## src/rtl/optx_pkg.sv

```systemverilog
package optx_pkg;
  typedef enum logic {
    SRC_DATA  = 1'b0,
    SRC_TRAIN = 1'b1
  } src_e;

  function automatic int unsigned cnt_w(input int unsigned n);
    return (n <= 2) ? 1 : $clog2(n);
  endfunction
endpackage

```

## src/rtl/optx_clkgen.sv

```systemverilog
module optx_clkgen #(
  parameter int unsigned BIT_DIV    = 32,
  parameter int unsigned FRAME_BITS = 8
) (
  input  logic clk,
  input  logic rst,
  output logic bit_stb,
  output logic bit_end,
  output logic bclk,
  output logic fsync,
  output logic frame_stb,
  output logic last_slot,
  output logic decide_slot
);
  import optx_pkg::*;
  localparam int unsigned MW = cnt_w(BIT_DIV);
  localparam int unsigned FW = cnt_w(FRAME_BITS);
  localparam logic [MW-1:0] MLAST = MW'(BIT_DIV - 1);
  localparam logic [MW-1:0] MHALF = MW'(BIT_DIV / 2);
  localparam logic [FW-1:0] FLAST = FW'(FRAME_BITS - 1);
  localparam logic [FW-1:0] FDEC  = FW'(FRAME_BITS - 2);

  logic [MW-1:0] mcnt_q;
  logic [FW-1:0] slot_q;

  always_ff @(posedge clk) begin
    if (rst) begin
      mcnt_q <= '0;
      slot_q <= '0;
    end else if (mcnt_q == MLAST) begin
      mcnt_q <= '0;
      slot_q <= (slot_q == FLAST) ? '0 : slot_q + 1'b1;
    end else begin
      mcnt_q <= mcnt_q + 1'b1;
    end
  end

  always_comb begin
    bit_stb     = (mcnt_q == '0);
    bit_end     = (mcnt_q == MLAST);
    bclk        = (mcnt_q < MHALF);
    fsync       = (slot_q == '0);
    frame_stb   = bit_stb && fsync;
    last_slot   = (slot_q == FLAST);
    decide_slot = (slot_q == FDEC);
  end
endmodule

```

## src/rtl/optx_train_ser.sv

```systemverilog
module optx_train_ser #(
  parameter int unsigned FRAME_BITS = 8,
  parameter logic [FRAME_BITS-1:0] TRAIN_WORD = 8'hA5
) (
  input  logic clk,
  input  logic rst,
  input  logic bit_end,
  input  logic last_slot,
  output logic tbit
);
  logic [FRAME_BITS-1:0] sh_q;

  always_ff @(posedge clk) begin
    if (rst) begin
      sh_q <= TRAIN_WORD;
    end else if (bit_end) begin
      if (last_slot) sh_q <= TRAIN_WORD;
      else           sh_q <= {sh_q[FRAME_BITS-2:0], 1'b0};
    end
  end

  assign tbit = sh_q[FRAME_BITS-1];
endmodule

```

## src/rtl/optx_src_sel.sv

```systemverilog
module optx_src_sel (
  input  logic            clk,
  input  logic            rst,
  input  logic            decide,
  input  logic            mode_train,
  input  logic            link_lost,
  output optx_pkg::src_e  src
);
  import optx_pkg::*;
  src_e src_q;

  always_ff @(posedge clk) begin
    if (rst)         src_q <= SRC_TRAIN;
    else if (decide) src_q <= (link_lost || mode_train) ? SRC_TRAIN : SRC_DATA;
  end

  assign src = src_q;
endmodule

```

## src/rtl/optx_tx_framer.sv

```systemverilog
module optx_tx_framer #(
  parameter int unsigned BIT_DIV    = 32,
  parameter int unsigned FRAME_BITS = 8,
  parameter logic [FRAME_BITS-1:0] TRAIN_WORD = 8'hA5
) (
  input  logic clk,
  input  logic rst,
  input  logic mode_train_i,
  input  logic link_lost_i,
  input  logic pcm_data_i,
  output logic bit_stb_o,
  output logic bclk_o,
  output logic frame_stb_o,
  output logic fsync_o,
  output logic line_o,
  output logic training_o
);
  import optx_pkg::*;

  logic bit_end, last_slot, decide_slot, tbit;
  src_e src;

  optx_clkgen #(.BIT_DIV(BIT_DIV), .FRAME_BITS(FRAME_BITS)) u_clk (
    .clk(clk), .rst(rst),
    .bit_stb(bit_stb_o), .bit_end(bit_end), .bclk(bclk_o),
    .fsync(fsync_o), .frame_stb(frame_stb_o),
    .last_slot(last_slot), .decide_slot(decide_slot)
  );

  optx_train_ser #(.FRAME_BITS(FRAME_BITS), .TRAIN_WORD(TRAIN_WORD)) u_ser (
    .clk(clk), .rst(rst), .bit_end(bit_end), .last_slot(last_slot), .tbit(tbit)
  );

  optx_src_sel u_sel (
    .clk(clk), .rst(rst), .decide(bit_end && decide_slot),
    .mode_train(mode_train_i), .link_lost(link_lost_i), .src(src)
  );

  always_comb begin
    training_o = (src == SRC_TRAIN);
    line_o     = training_o ? tbit : pcm_data_i;
  end
endmodule

```

## config.mk

```make
export PLATFORM = sky130hd
export DESIGN_NAME = optx_tx_framer
export DESIGN_NICKNAME = d
export VERILOG_FILES = /design/src/rtl/optx_pkg.sv /design/src/rtl/optx_clkgen.sv /design/src/rtl/optx_train_ser.sv /design/src/rtl/optx_src_sel.sv /design/src/rtl/optx_tx_framer.sv
export SDC_FILE = /design/constraint.sdc
export NUM_CORES = 1
export LEC_CHECK = 0
export BUFFER_PORTS_ARGS = -buffer_cell sky130_fd_sc_hd__buf_2
export CAP_MARGIN = 10
export CORE_MARGIN = 3
export CORE_UTILIZATION = 55
export DETAILED_ROUTE_END_ITERATION = 8
export PLACE_DENSITY = 0.81
export SLEW_MARGIN = 5
export SYNTH_ARGS = -nofsm -noshare
export SYNTH_HDL_FRONTEND = slang
export SYNTH_HIERARCHICAL = 1
export SYNTH_SLANG_ARGS = --single-unit
```

## constraint.sdc

```tcl
create_clock -name clk -period 2.5 [get_ports clk]
set_clock_uncertainty 0.05 [all_clocks]
set_input_delay 0.5 -clock clk [delete_from_list [all_inputs] [get_ports clk]]
set_output_delay 0.5 -clock clk [all_outputs]
set_load 0.03 [all_outputs]
```

# [Yosys cells after proc, flatten, opt, wreduce, memory -nomap -nowiden]
# Index checks and enable logic that the tools add are counted.
[op_classes] add_sub_neg=2 order_cmp=1 n_eq_ne=3 muxes=4 reduce_logical=6
[op_table] operator="two-way mux 8 bit" count=1
[op_table] operator="== test 3 bit (second input constant)" count=2
[op_table] operator="adder 5 x 1 -> 5 bit (second input constant)" count=1
[op_table] operator="== test 5 bit (second input constant)" count=1
[op_table] operator="zero test 5 bit" count=1
[op_table] operator="less-than comparator 5 bit (second input constant)" count=1
[op_table] operator="adder 3 x 1 -> 3 bit (second input constant)" count=1
[op_table] operator="zero test 3 bit" count=1
[op_table] operator="two-way mux 3 bit" count=1
[op_table] operator="logical AND 1 bit" count=2
[op_table] operator="two-way mux 1 bit" count=2
[op_table] operator="OR reduction 2 bit" count=1
[op_table] operator="logical OR 1 bit" count=1
[word_totals] ff_bits=17 input_bits=5

# [Longest topological paths before layout]
# Gate-level depths: netlist of run 1.
[depth] depth_word=2 depth_mapped=6 depth_no_buf=6

# [Modules after synthesis]
# Netlist of run 1, hierarchy kept.
[modules_own_cells] module="optx_clkgen" instances=1 cells_per_inst=44 area_each_um2=442.9 seq_area_each_um2=160.2
[modules_own_cells] module="optx_train_ser" instances=1 cells_per_inst=34 area_each_um2=320.3 seq_area_each_um2=160.2
[modules_own_cells] module="optx_src_sel" instances=1 cells_per_inst=4 area_each_um2=43.8 seq_area_each_um2=20.0
[modules_own_cells] module="optx_tx_framer" instances=1 cells_per_inst=2 area_each_um2=21.3 seq_area_each_um2=0.0

# [Worst setup path before layout of run 1]
# Ideal clock, no wire load.
[synth_timing] path_kind="reg-to-output" startpoint="register u_clk.mcnt_q[0]" endpoint="output frame_stb_o" arrival_ps=1507 required_time_ps=1950 setup_slack_ps=443 stages_incl_launch_ff=5 path_cell_list="dfxtp_1 > inv_1 > ha_1 > nor4b_2 > and2_1"
[synth_between] elab_chain_len=2
[synth_lines] item="from (decl)" line="optx_clkgen.sv:23" text="logic [MW-1:0] mcnt_q;"
[synth_lines] item="from (signal assigned)" line="optx_clkgen.sv:34" text="mcnt_q <= mcnt_q + 1'b1;"
[synth_lines] item="zero test 5 bit" line="optx_clkgen.sv:39" text="bit_stb = (mcnt_q == '0);"
[synth_lines] item="via bit_stb_o" line="optx_tx_framer.sv:11" text="output logic bit_stb_o,"
[synth_lines] item="logical AND 1 bit" line="optx_clkgen.sv:43" text="frame_stb = bit_stb && fsync;"
[synth_lines] item="to (decl)" line="optx_tx_framer.sv:13" text="output logic frame_stb_o,"
# The timed path passes the listed nets, and every way through them passes these cells.

# [Worst setup path in the final report of run 1]
[layout_timing] startpoint="register u_clk.mcnt_q[0]" endpoint="output frame_stb_o"
[layout_between] elab_chain_len=2
[layout_lines] item="zero test 5 bit" line="optx_clkgen.sv:39"
[layout_lines] item="logical AND 1 bit" line="optx_clkgen.sv:43"
# No other way between the ends.

==> flow_metrics.env, run 1 <==
export IMPL_outcome="completed"
export IMPL_die_area_um2=2007
export IMPL_hold_end="u_sel/src"
export IMPL_avgRoutedWirePerCell_um=11.95
export IMPL_busiest_layer="met2"
export IMPL_r2r_slack_ns=0.55
export IMPL_switchingPower_uw=112.0
export IMPL_drt_wl_total_um=1314
export IMPL_core_area_um2=1350
export IMPL_reg2regPathDepth=6
export IMPL_post_cts_buffers=0
export IMPL_clkLatencyLatePin_ns=0.29
export IMPL_rsz0062_at_grt="false"
export IMPL_io_buffers=10
export IMPL_grt_pass1_vias=528
export IMPL_hold_violations=0
export IMPL_period_share_pct=78.67
export IMPL_grt_pass1_wl_um=2187
export IMPL_use_met1_pct=17.98
export IMPL_fin_crit_ns=1.967
export IMPL_grt_overflow_total=0
export IMPL_syn_area_per_cell_um2=9.861
export IMPL_leakage_nw=0.3637
export IMPL_yosys_warnings=6
export IMPL_vias_per_cell=5.345
export IMPL_tightest_slew_ns=0.5789
export IMPL_relSlewSlack_pct=61.41
export IMPL_layout_drive_gt1_share_pct=20.00
export IMPL_syn_to_final_growth_pct=9.063
export IMPL_antenna_found_initial=0
export IMPL_synth_seq_cells=17
export IMPL_final_cells=110
export IMPL_hold_path_class="in -> reg"
export IMPL_power_density_nw_per_um2=510.2
export IMPL_grt_max_degree=23
export IMPL_io_pin_count=11
export IMPL_dr_pass1_iters=4
export IMPL_clkTransAtPathRegs_ns=0.09
export IMPL_vias=588
export IMPL_htree_levels=1
export IMPL_grt_use_met3_pct=7.171
export IMPL_cp_max_fo=4
export IMPL_grtUsageMet2_pct=24.07
export IMPL_syn_instance_count=84
export IMPL_switching_share_pct=24.29
export IMPL_min_path_cells=3
export IMPL_die_h_um=44.81
export IMPL_start_util_pct=61.35
export IMPL_ctsLongestPathBuffers=2
export IMPL_nets=109
export IMPL_synthDistinctLibCells=23
export IMPL_slew_viol_final=0
export IMPL_crit_type="reg -> out"
export IMPL_cts_root_buf="clkbuf_4"
export IMPL_setup_viol=0
export IMPL_ctsHoldBuffers=0
export IMPL_track_usage_pct=15.18
export IMPL_gp_congestion=0.7173
export IMPL_fp_dieW_um=44.81
export IMPL_ys_seq_area_share_pct=41.09
export IMPL_first_iter_violations=6
export IMPL_cts_resized=0
export IMPL_diodes=0
export IMPL_cp_required_ns=1.95
export IMPL_post_place_cells=106
export IMPL_clockPowerShare_pct=31.1
export IMPL_clkSinkCount=17
export IMPL_numCtsBuffers=3
export IMPL_max_cap_viol_count=0
export IMPL_synthesis_area_um2=828.3
export IMPL_dpl_hpwl_um=997
export IMPL_drc=0
export IMPL_r2r_end="u_sel/src"
export IMPL_syn_nets=97
export IMPL_clock_fmax_ghz=0.5085
export IMPL_combPwrFrac_pct=8.5
export IMPL_p_seq_share_pct=60.5
export IMPL_cts_tree="done"
export IMPL_rows=13
export IMPL_setup_tns_ns=0
export IMPL_r2r_start="u_clk/mcnt_q[0]"
export IMPL_endpoint_kind="primary output"
export IMPL_worstSetupStartpointType="flip-flop"
export IMPL_ir_worst_vdd_uv=400.8
export IMPL_p_int_uw=349.0
export IMPL_holdCritStartpoint="mode_train_i"
export IMPL_worstPathArrival_ns=1.42
export IMPL_ant_nets=0
-- worst max-delay path: stages (launching register included) --
cell	delay, ns
dfxtp_1	0.35
inv_1	0.06
ha_1	0.13
nor4b_2	0.24
and2_1	0.16
buf_2	0.19
-- cell families (layout without fill, tap and decap cells) --
family / Yosys count / after routing / synth area share, %
AND/OR/NAND/NOR: 38 / 38 / 30.36
adder cells (fa/ha/maj): 8 / 8 / 12.09
multiplexers: 3 / 3 / 4.380
buffers and inverters: 8 / 19 / 4.834
AO/OA/AOI/OAI: 9 / 9 / 6.193
XOR/XNOR: 1 / 1 / 1.058
flip-flops: 17 / 17 / 41.09
-- through the flow --
stage	hold WS [ns]	total power, mW	util [%]	cell area [um^2]	setup slack, ns
6_report	0.3898	0.4609	66.91	903.4	0.5333
3_3_place_gp	0.4084	0.3235	64.87	875.8	0.6424
2_1_floorplan	0.3954	0.3123	-	828.3	0.4430
4_1_cts	0.3821	0.4689	66.91	903.4	0.5060
5_1_grt	0.3888	0.4865	66.91	903.4	0.3921
3_5_place_dp	0.4156	0.3244	64.87	875.8	0.5435
-- state kept, by name, indices dropped and copies added, names as in the netlist --
name / flops
u_sel/src: 1
u_clk/mcnt_q: 5
u_clk/slot_q: 3
u_ser/sh_q: 8
-- synth_stat cells --
library cell / count / share of area [%]
dfxtp_1: 17 / 41
ha_1: 8 / 12
a21oi_1: 7 / 4.2
nor3_1: 7 / 4.2
nand2b_1: 6 / 4.5
nor2_1: 6 / 2.7
inv_1: 5 / 2.3
nand3b_1: 5 / 4.5
and2_1: 3 / 2.3
nor3b_1: 3 / 2.7
nor4b_2: 3 / 5.4
buf_2: 2 / 1.2
nor2b_1: 2 / 1.5
a21oi_2: 1 / 1.1
and3_1: 1 / 0.76
buf_6: 1 / 1.4
mux2_1: 1 / 1.4
mux2_4: 1 / 1.8
mux2i_1: 1 / 1.2
nand3_1: 1 / 0.60
o21bai_1: 1 / 0.91
or3b_1: 1 / 1.1
xnor2_1: 1 / 1.1
-- power groups by stage --
stage	Combinational [mW]	Clock [mW]	Sequential (mW)
detailed placement	0.0393	0	0.285
global route	0.0439	0.163	0.279
finish	0.0390	0.143	0.279
CTS	0.0396	0.151	0.279
global placement	0.0390	0	0.284
floorplan	0.0282	0	0.284
-- worst max-delay path by stage --
stage	from	end	slack [ns]	depth (start not counted)
4_1_cts	u_clk/mcnt_q[0]	frame_stb_o	0.51	5
3_3_place_gp	u_clk/mcnt_q[0]	u_sel/src	0.64	6
5_1_grt	u_clk/mcnt_q[0]	u_sel/src	0.39	6
2_1_floorplan	u_clk/mcnt_q[0]	frame_stb_o	0.44	4
3_5_place_dp	u_clk/mcnt_q[0]	u_sel/src	0.54	6
6_report	u_clk/mcnt_q[0]	frame_stb_o	0.53	5
-- routing by layer --
metal	wire (um)	share of wire, %
met3	94	7.2
met1	590	45
met2	616	47
met5	0	0
met4	13	0.99
-- placed cells by master, fill, tap and decap left out, types with 2 or more instances in the layout --
cell and count:
buf_2 10, nor3b_1 3, nor2_1 6, nor4b_2 3
ha_1 8, nor3_1 7, nor2b_1 2, and2_1 3
nand3b_1 5, clkbuf_4 3, dfxtp_1 17, a21oi_1 7
nand2b_1 6, inv_1 5
-- final cells by class --
| class | count | area, um^2 |
|---|---|---|
| fill | 121 | 446.7 |
| sequential | 17 | 340.3 |
| tap | 15 | 18.77 |
| inverter | 5 | 18.77 |
| timing repair buffer | 10 | 50.05 |
| clock buffer | 3 | 22.52 |
| multi-input combinational | 59 | 447.9 |
| clock inverter | 1 | 5.005 |
Note: power is estimated with default switching activity, not from simulation.
==> inputs of run 2 (changes only) <==
--- a/config.mk
+++ b/config.mk
@@ -7,10 +7,11 @@
 export LEC_CHECK = 0
 export BUFFER_PORTS_ARGS = -buffer_cell sky130_fd_sc_hd__buf_2
 export CAP_MARGIN = 10
+export CORE_ASPECT_RATIO = 0.8
 export CORE_MARGIN = 3
-export CORE_UTILIZATION = 55
+export CORE_UTILIZATION = 49
 export DETAILED_ROUTE_END_ITERATION = 8
-export PLACE_DENSITY = 0.81
+export PLACE_DENSITY = 0.76
 export SLEW_MARGIN = 5
 export SYNTH_ARGS = -nofsm -noshare
 export SYNTH_HDL_FRONTEND = slang
==> constraint.sdc (replaced) <==
create_clock -name clk -period 1.8 [get_ports clk]
set_clock_uncertainty 0.05 [all_clocks]
set_input_delay 0.36 -clock clk [delete_from_list [all_inputs] [get_ports clk]]
set_output_delay 0.36 -clock clk [all_outputs]
set_load 0.03 [all_outputs]
==> run 2 against run 1 <==
  * Combinational power up 59%
  * Total power up 40%
  * Register-to-register slack worse by 0.34 ns
  * Routed wire length down 2.1%
  * First-iteration DRC count down 33%
  * Final area up 4.7%
  * Cell count up 7.3%
  * Largest power group unchanged
==> flow_metrics.env, run 2 (same netlist as run 1, synthesis figures left out) <==
export IMPL_vias_per_cell=5.000
export IMPL_worstSetupStartpointType="flip-flop"
export IMPL_final_cell_mix="dfxtp_1 (14), buf_2 (9), nor3_1 (7), a21oi_1 (7), ha_1 (7)"
export IMPL_antenna_found_initial=0
export IMPL_cts_tree="done"
export IMPL_top_register="u_ser/sh_q"
export IMPL_max_cap_viol_count=0
export IMPL_cp_max_fo=4
export IMPL_drc=0
export IMPL_cp_buffers_inverters=2
export IMPL_core_area_um2=1486
export IMPL_grt_pass1_wl_um=2235
export IMPL_dpl_hpwl_um=946
export IMPL_switching_share_pct=23.14
export IMPL_tightest_slew_ns=0.3945
export IMPL_nFillCells=135
export IMPL_hold_end="u_sel/src"
export IMPL_switchingPower_uw=149.5
export IMPL_avgRoutedWirePerCell_um=10.90
export IMPL_period_share_pct=95.28
export IMPL_grt_pass1_vias=532
export IMPL_critPathSlowestCell="dfxtp_1"
export IMPL_clkTransAtPathRegs_ns=0.09
export IMPL_clock_fmax_ghz=0.5831
export IMPL_p_int_uw=496.5
export IMPL_vias=590
export IMPL_grt_max_degree=23
export IMPL_power_uw=646.0
export IMPL_hold_violations=0
export IMPL_dr_pass1_iters=4
export IMPL_r2r_end="u_sel/src"
export IMPL_start_util_pct=55.72
export IMPL_ctsLongestPathBuffers=2
export IMPL_holdWs_ns=0.2676
export IMPL_track_usage_pct=13.42
export IMPL_numCtsBuffers=3
export IMPL_ant_nets=0
export IMPL_cp_cell_sequence="inv_1 -> ha_1 -> nor2b_1 -> and2_1 -> buf_6"
export IMPL_crit_family="flip-flops"
export IMPL_gp_congestion=0.7288
export IMPL_post_cts_buffers=0
export IMPL_r2r_slack_ns=0.21
export IMPL_r2r_start="u_clk/mcnt_q[0]"
export IMPL_die_h_um=42.78
export IMPL_cp_required_ns=1.39
export IMPL_relSlewSlack_pct=73.70
export IMPL_p_seq_share_pct=60.1
export IMPL_cpPeakStageDelay_ns=0.39
export IMPL_reg2regPathDepth=6
export IMPL_crit_type="reg -> out"
export IMPL_endpoint_kind="primary output"
export IMPL_leakage_nw=0.3788
export IMPL_first_iter_violations=4
export IMPL_drt_wl_total_um=1286
export IMPL_top_regs="u_ser/sh_q: 8 flops, u_clk/mcnt_q: 5 flops, u_clk/slot_q: 3 flops"
export IMPL_slew_viol_final=0
export IMPL_fp_dieW_um=51.97
export IMPL_power_density_nw_per_um2=682.9
export IMPL_layout_drive_gt1_share_pct=24.74
export IMPL_layout_commonest_cell="dfxtp_1"
export IMPL_nets=111
export IMPL_worstPathArrival_ns=1.31
export IMPL_largest_register_ff_count=8
export IMPL_holdCritStartpoint="mode_train_i"
export IMPL_combPwrFrac_pct=9.6
export IMPL_htree_levels=1
export IMPL_setup_viol=0
export IMPL_die_area_um2=2223
export IMPL_ir_worst_vdd_uv=438.4
export IMPL_syn_to_final_growth_pct=14.20
export IMPL_clkSinkCount=17
export IMPL_ctsHoldBuffers=0
export IMPL_io_pin_count=11
export IMPL_grt_overflow_total=0
export IMPL_rows=12
export IMPL_hold_path_class="in -> reg"
export IMPL_min_path_cells=3
export IMPL_diodes=0
export IMPL_clockPowerShare_pct=30.3
export IMPL_io_buffers=10
export IMPL_rsz0062_at_grt="true"
export IMPL_fin_crit_ns=1.715
export IMPL_cts_root_buf="clkbuf_4"
export IMPL_clkLatencyLatePin_ns=0.28
export IMPL_outcome="completed"
-- run 2: final cells by class --
class                      count  area, um^2  share of cell area [%]
sequential                    17       344.1                   36.38
timing repair buffer          12       71.32                   7.540
clock buffer                   4       26.28                   2.778
inverter                       5       18.77                   1.984
multi-input combinational     59       459.2                   48.54
tap                           21       26.28                   2.778
-- run 2: worst max-delay path by stage --
stage                    start          end  slack [ns]  cells after the start
4_1_cts        u_clk/mcnt_q[0]  frame_stb_o        0.01                      5
5_1_grt        u_clk/mcnt_q[0]  frame_stb_o       -0.03                      5
6_report       u_clk/slot_q[1]  frame_stb_o        0.08                      5
3_5_place_dp   u_clk/mcnt_q[0]    u_sel/src        0.08                      6
2_1_floorplan  u_clk/slot_q[0]  frame_stb_o        0.01                      4
3_3_place_gp   u_clk/mcnt_q[0]    u_sel/src        0.15                      6
-- run 2: tightest hold or removal path: cells and delay by family --
| family | cells | cell delay [ns] |
|---|---|---|
| buf+inv | 1 | 0.08 |
| simple gates | 2 | 0.13 |
-- run 2: power groups by stage --
stage	registers, mW	clock network (mW)	logic [mW]
3_5_place_dp	0.396	0	0.0578
4_1_cts	0.387	0.208	0.0580
6_report	0.388	0.196	0.0620
2_1_floorplan	0.395	0	0.0427
3_3_place_gp	0.396	0	0.0572
5_1_grt	0.389	0.221	0.0685
-- run 2: per-layer routing --
metal	vias up	track usage, %	wire (um)
li1	314	-	-
met1	263	16.67	636
met2	11	20.05	559
met3	2	6.316	79
met4	0	4.712	11
met5	-	0	0
-- run 2: what timing repair did --
action,4_1_cts,5_1_grt
endpoints found under the setup margin,1,7
gates resized for setup,1,6
pin swaps,0,1
-- run 2: stage by stage --
stage	TNS, ns	util, %	cell area, um^2	cells	worst slack (ns)
after floorplan	0	-	837.1	84	0.01351
after global placement	0	61.03	907.1	114	0.1526
after detailed placement	0	61.03	907.1	114	0.07755
after CTS	0	62.88	934.6	118	0.01253
after global routing	-0.02799	63.64	945.9	118	-0.02799
final	0	63.64	945.9	118	0.08490
